==> src/rtl/qcs_pkg.sv <==
package qcs_pkg;

  typedef enum logic {
    TX_IDLE  = 1'b0,
    TX_SHIFT = 1'b1
  } tx_state_t;

  // Command byte for priority slot idx (0 = highest line)
  function automatic int unsigned slot_code(input int unsigned idx, input int unsigned step);
    return step * (idx + 1);
  endfunction

endpackage

==> src/rtl/qcs_sync.sv <==
module qcs_sync #(
  parameter int LINES  = 8,
  parameter int STAGES = 2
) (
  input  logic             clk,
  input  logic             rst,
  input  logic [LINES-1:0] din,
  output logic [LINES-1:0] lvl,
  output logic [LINES-1:0] chg
);

  logic [LINES-1:0] stg [STAGES];
  logic [LINES-1:0] prev;

  always_ff @(posedge clk) begin
    if (rst) stg[0] <= '0;
    else     stg[0] <= din;
  end

  for (genvar i = 1; i < STAGES; i++) begin : g_stage
    always_ff @(posedge clk) begin
      if (rst) stg[i] <= '0;
      else     stg[i] <= stg[i-1];
    end
  end

  always_ff @(posedge clk) begin
    if (rst) prev <= '0;
    else     prev <= stg[STAGES-1];
  end

  assign lvl = stg[STAGES-1];
  assign chg = stg[STAGES-1] ^ prev;

endmodule

==> src/rtl/qcs_decode.sv <==
module qcs_decode
  import qcs_pkg::*;
#(
  parameter int LINES     = 8,
  parameter int CODE_W    = 8,
  parameter int CODE_STEP = 28
) (
  input  logic              clk,
  input  logic              rst,
  input  logic [LINES-1:0]  lvl,
  input  logic [LINES-1:0]  chg,
  output logic              cmd_vld,
  output logic [CODE_W-1:0] cmd
);

  // hit[j]: slot j covers line LINES-1-j, partner is the other line of its pair
  logic [LINES-1:0] hit;

  for (genvar j = 0; j < LINES; j++) begin : g_slot
    localparam int LN = LINES - 1 - j;
    localparam int PT = LN ^ 1;
    assign hit[j] = chg[LN] & lvl[PT];
  end

  logic [CODE_W-1:0] pick;

  always_comb begin
    pick = '0;
    for (int j = LINES - 1; j >= 0; j--) begin
      if (hit[j]) pick = CODE_W'(slot_code(j, CODE_STEP));
    end
  end

  always_ff @(posedge clk) begin
    if (rst) begin
      cmd_vld <= 1'b0;
      cmd     <= '0;
    end else begin
      cmd_vld <= (pick != '0);
      cmd     <= pick;
    end
  end

endmodule

==> src/rtl/qcs_spi_tx.sv <==
module qcs_spi_tx
  import qcs_pkg::*;
#(
  parameter int CODE_W  = 8,
  parameter int CLK_DIV = 8
) (
  input  logic              clk,
  input  logic              rst,
  input  logic              start,
  input  logic [CODE_W-1:0] data,
  output logic              sck,
  output logic              mosi,
  output logic              ss_n,
  output logic              busy
);

  localparam int HALF = CLK_DIV / 2;
  localparam int HCW  = (HALF > 1) ? $clog2(HALF) : 1;
  localparam int STEPS = 2 * CODE_W;
  localparam int SCW  = $clog2(STEPS + 1);
  localparam logic [HCW-1:0] TICK_END = HCW'(HALF - 1);
  localparam logic [SCW-1:0] LAST     = SCW'(STEPS);

  tx_state_t         state;
  logic [HCW-1:0]    tick;
  logic [SCW-1:0]    step;
  logic [CODE_W-1:0] shreg;

  always_ff @(posedge clk) begin
    if (rst) begin
      state <= TX_IDLE;
      tick  <= '0;
      step  <= '0;
      shreg <= '0;
      sck   <= 1'b1;
      mosi  <= 1'b0;
      ss_n  <= 1'b1;
      busy  <= 1'b0;
    end else begin
      case (state)
        TX_IDLE: begin
          if (start) begin
            state <= TX_SHIFT;
            ss_n  <= 1'b0;
            busy  <= 1'b1;
            mosi  <= data[0];
            shreg <= data >> 1;
            tick  <= '0;
            step  <= '0;
          end
        end
        TX_SHIFT: begin
          if (tick == TICK_END) begin
            tick <= '0;
            if (step == LAST) begin
              state <= TX_IDLE;
              ss_n  <= 1'b1;
              busy  <= 1'b0;
              mosi  <= 1'b0;
              sck   <= 1'b1;
            end else begin
              step <= step + 1'b1;
              if (!step[0]) begin
                sck <= 1'b0;
              end else begin
                sck   <= 1'b1;
                mosi  <= shreg[0];
                shreg <= shreg >> 1;
              end
            end
          end else begin
            tick <= tick + 1'b1;
          end
        end
        default: state <= TX_IDLE;
      endcase
    end
  end

endmodule

==> src/rtl/quad_cmd_spi.sv <==
module quad_cmd_spi #(
  parameter int NUM_ENC     = 4,
  parameter int SYNC_STAGES = 2,
  parameter int CODE_W      = 8,
  parameter int CODE_STEP   = 28,
  parameter int CLK_DIV     = 8
) (
  input  logic                 clk,
  input  logic                 rst,
  input  logic [2*NUM_ENC-1:0] enc_in,
  output logic                 spi_sck,
  output logic                 spi_mosi,
  output logic                 spi_ss_n,
  output logic                 busy
);

  localparam int LINES = 2 * NUM_ENC;

  logic [LINES-1:0]  lvl;
  logic [LINES-1:0]  chg;
  logic              cmd_vld;
  logic [CODE_W-1:0] cmd_code;

  qcs_sync #(.LINES(LINES), .STAGES(SYNC_STAGES)) sync_i (
    .clk (clk),
    .rst (rst),
    .din (enc_in),
    .lvl (lvl),
    .chg (chg)
  );

  qcs_decode #(.LINES(LINES), .CODE_W(CODE_W), .CODE_STEP(CODE_STEP)) dec_i (
    .clk     (clk),
    .rst     (rst),
    .lvl     (lvl),
    .chg     (chg),
    .cmd_vld (cmd_vld),
    .cmd     (cmd_code)
  );

  qcs_spi_tx #(.CODE_W(CODE_W), .CLK_DIV(CLK_DIV)) tx_i (
    .clk   (clk),
    .rst   (rst),
    .start (cmd_vld),
    .data  (cmd_code),
    .sck   (spi_sck),
    .mosi  (spi_mosi),
    .ss_n  (spi_ss_n),
    .busy  (busy)
  );

endmodule

==> config.mk <==
export PLATFORM = sky130hd
export DESIGN_NAME = quad_cmd_spi
export DESIGN_NICKNAME = d
export VERILOG_FILES = /design/src/rtl/qcs_pkg.sv /design/src/rtl/qcs_sync.sv /design/src/rtl/qcs_decode.sv /design/src/rtl/qcs_spi_tx.sv /design/src/rtl/quad_cmd_spi.sv
export SDC_FILE = /design/constraint.sdc
export NUM_CORES = 1
export LEC_CHECK = 0
export BUFFER_PORTS_ARGS = -buffer_cell sky130_fd_sc_hd__buf_4
export CORE_UTILIZATION = 43
export DETAILED_ROUTE_END_ITERATION = 8
export GPL_TIMING_DRIVEN = 0
export PLACE_DENSITY = 0.66
export SYNTH_ARGS = -nofsm -noshare
export SYNTH_HDL_FRONTEND = slang
export SYNTH_SLANG_ARGS = --single-unit
export TNS_END_PERCENT = 20
==> constraint.sdc <==
create_clock -name clk -period 1.9 [get_ports clk]
set_input_delay 0.57 -clock clk [delete_from_list [all_inputs] [get_ports clk]]
set_output_delay 0.57 -clock clk [all_outputs]
set_load 0.1 [all_outputs]
==> qor.yml <==
cts_buffers: 5
ys_warn_count: 0
dieArea_sq_um: 4790
first_pass_iters: 4
ctsHtreeMaxLevel: 2
yosys.area_share.simple: 0.255
p_leak_nw: 0.886
holdBufCountCts: 0
post_synth_fa_ha_maj_area_fraction: 0.0193
regToRegSetupSlack_ps: 250
gp_congestion: 0.726
grt_first_pass_wirelength_mm: 5.51
wire_per_inst_um: 11.6
final_common_cell: "dfxtp_1"
drcViolationCount: 0
syn_to_final_growth_pct: 12.6
synth_edf_count: 0
ys_ff_latch: 50
hpwl_mm: 2.22
syn_nets: 212
cts-resized-gates: 0
cts_root_buffer: "clkbuf_8"
crit_arrival_ps: 1850
worstPathMaxFanout: 6
final_core_util: 0.503
die_h_um: 69.2
wirelength_mm: 3.15
num_rows: 24
end_kind: "flop"
fin_worst_skew_ps: 7.90
worst_slew_pin_slew_ps: 580
post-route-period-util: 0.868
hp-class: "reg -> reg"
diodes: 0
fill_cells: 422
coreArea_sq_um: 4350
multi_input_area_sq_um: 886
min_period_ps: 1650
yosysSeqAreaShare: 0.515
grt_max_degree: 17
synth_compound_area_frac: 0.106
cp_top_family: "simple AND/OR/NAND/NOR gates"
syn_inst: 199
fp.dieW_um: 69.2
outcome: "complete, no violations"
clock-sinks: 50
clkLatencyLatePin_ps: 300
synth.cell_area_sq_um: 1940
crit_type: "reg -> reg"
postCtsSetupRepairBufs: 0
crit_chain: "inv_1, ha_1, nor4bb_1, a21oi_1, a21o_1"
setup_viol: 0
clockBufferDepth: 2
ir_drop_uv: 531
max_slew_margin: 0.610
cpMaxStageDelayCell: "nor4bb_1"
cp-start-kind: "flop"
drv_cap: 0
syn-mean-instance-area_sq_um: 9.77
ys_types: 38
synth_xor_area_frac: 0.0495
ios: 14
muxShareOfSynthArea: 0.0257
place.port_buffers: 12
synth-main-ff-cell: "dfxtp_1"
synthArstFlopShare: 0
drive_gt1_frac: 0.142
seqCellArea_sq_um: 1000
nets: 231
viasPerCell: 5.13
slew_viol_final: 0
clk_pin_slew_worst_paths_ps: 90
grt_usage: 0.142
rsz0062_at_grt: "no"
setup_tns_ps: 0
crit_buf_inv: 1
first_iter_violations: 58
drtAntennaViolNets: 0
powerDensity_nw_per_um2: 834
fmax_mhz: 606
slowest_delay_ps: 470
cp.required_ps: 2100
synth_top_family_by_area: "simple AND/OR/NAND/NOR gates"
grt_pass1_vias: 1290
via_count: 1390
hold_viol: 0
antenna_found_initial: 0
grt-ovfl-total: 0
tritoncts: "built"
final_cell_mix: "dfxtp_1, nor2b_1, nor2_1"
start_util: 0.447
power.total_w: 0.00183
## Yosys cell counts (2+ instances only)
cell type	instances	area (sq um)
dfxtp_1	50	1000
nor2b_1	25	156
nor2_1	18	67.6
a21oi_1	16	80.1
xor2_1	10	87.6
nor3_1	8	40.0
nand3_1	7	35.0
a211oi_1	6	45.0
nand2_1	6	22.5
mux2i_1	5	50.1
and4_1	4	35.0
buf_2	4	20.0
inv_1	4	15.0
clkbuf_1	3	11.3
ha_1	3	37.5
o21a_1	3	22.5
and2_2	2	15.0
nand3b_1	2	15.0
nand4_1	2	12.5
nor3b_1	2	15.0
o21ba_1	2	20.0
## power by group
part	switching [W]	internal [W]	leakage, nW	total, W
clock network	0.000353	0.000259	0.0441	0.000612
logic	0.0000624	0.0000520	0.434	0.000114
registers	0.0000200	0.00108	0.408	0.00110
## cells by family (layout without fill, tap and decap cells)
group	count (synthesis)	after routing
AND/OR/NAND/NOR	86	86
AO/OA/AOI/OAI	32	32
multiplexers	5	5
XOR/XNOR	11	11
flip-flops	50	50
buffers and inverters	12	32
adder cells (fa/ha/maj)	3	3
## stage by stage
step | hold slack [ps] | std cells | instance area, sq um | setup slack, ps
finish | 439 | 271 | 2190 | 250
global route | 459 | 271 | 2190 | 128
CTS | 445 | 271 | 2190 | 305
detailed placement | 422 | 263 | 2100 | 327
global placement | 416 | 263 | 2100 | 354
floorplan | 414 | 199 | 1940 | 405
## routing by layer
metal,share of wire,up-vias,track usage
met5,0,-,0
met4,0.011,0,0.0544
met3,0.034,5,0.0392
met2,0.48,22,0.242
met1,0.47,643,0.169
li1,-,720,-
## sequential cells by signal, summed over array words and instances, names as in the netlist
name / cells
dec_i.cmd: 6
dec_i.cmd_vld: 1
sync_i.prev: 8
sync_i.stg: 16
tx_i.busy: 1
tx_i.mosi: 1
tx_i.sck: 1
tx_i.shreg: 7
tx_i.ss_n: 1
tx_i.state: 1
tx_i.step: 5
tx_i.tick: 2
## final timing paths
path / start / end / cells past startpoint
max: tx_i.step[0]$_SDFFE_PP0P_ / tx_i.busy$_SDFFE_PP0P_ / 5
min: sync_i.stg[0][7]$_SDFF_PP0_ / sync_i.stg[1][7]$_SDFF_PP0_ / 1
max reg2reg: tx_i.step[0]$_SDFFE_PP0P_ / tx_i.busy$_SDFFE_PP0P_ / 5
min reg2reg: sync_i.stg[0][7]$_SDFF_PP0_ / sync_i.stg[1][7]$_SDFF_PP0_ / 1
## area by class of cell
cell class	count	area share
multi-input combinational	137	0.405
timing repair buffer	12	0.0411
sequential	50	0.457
buffer	8	0.0194
clock inverter	3	0.00971
inverter	4	0.00686
tap	52	0.0297
clock buffer	5	0.0314
No activity file was read; power rests on OpenSTA's default activity.
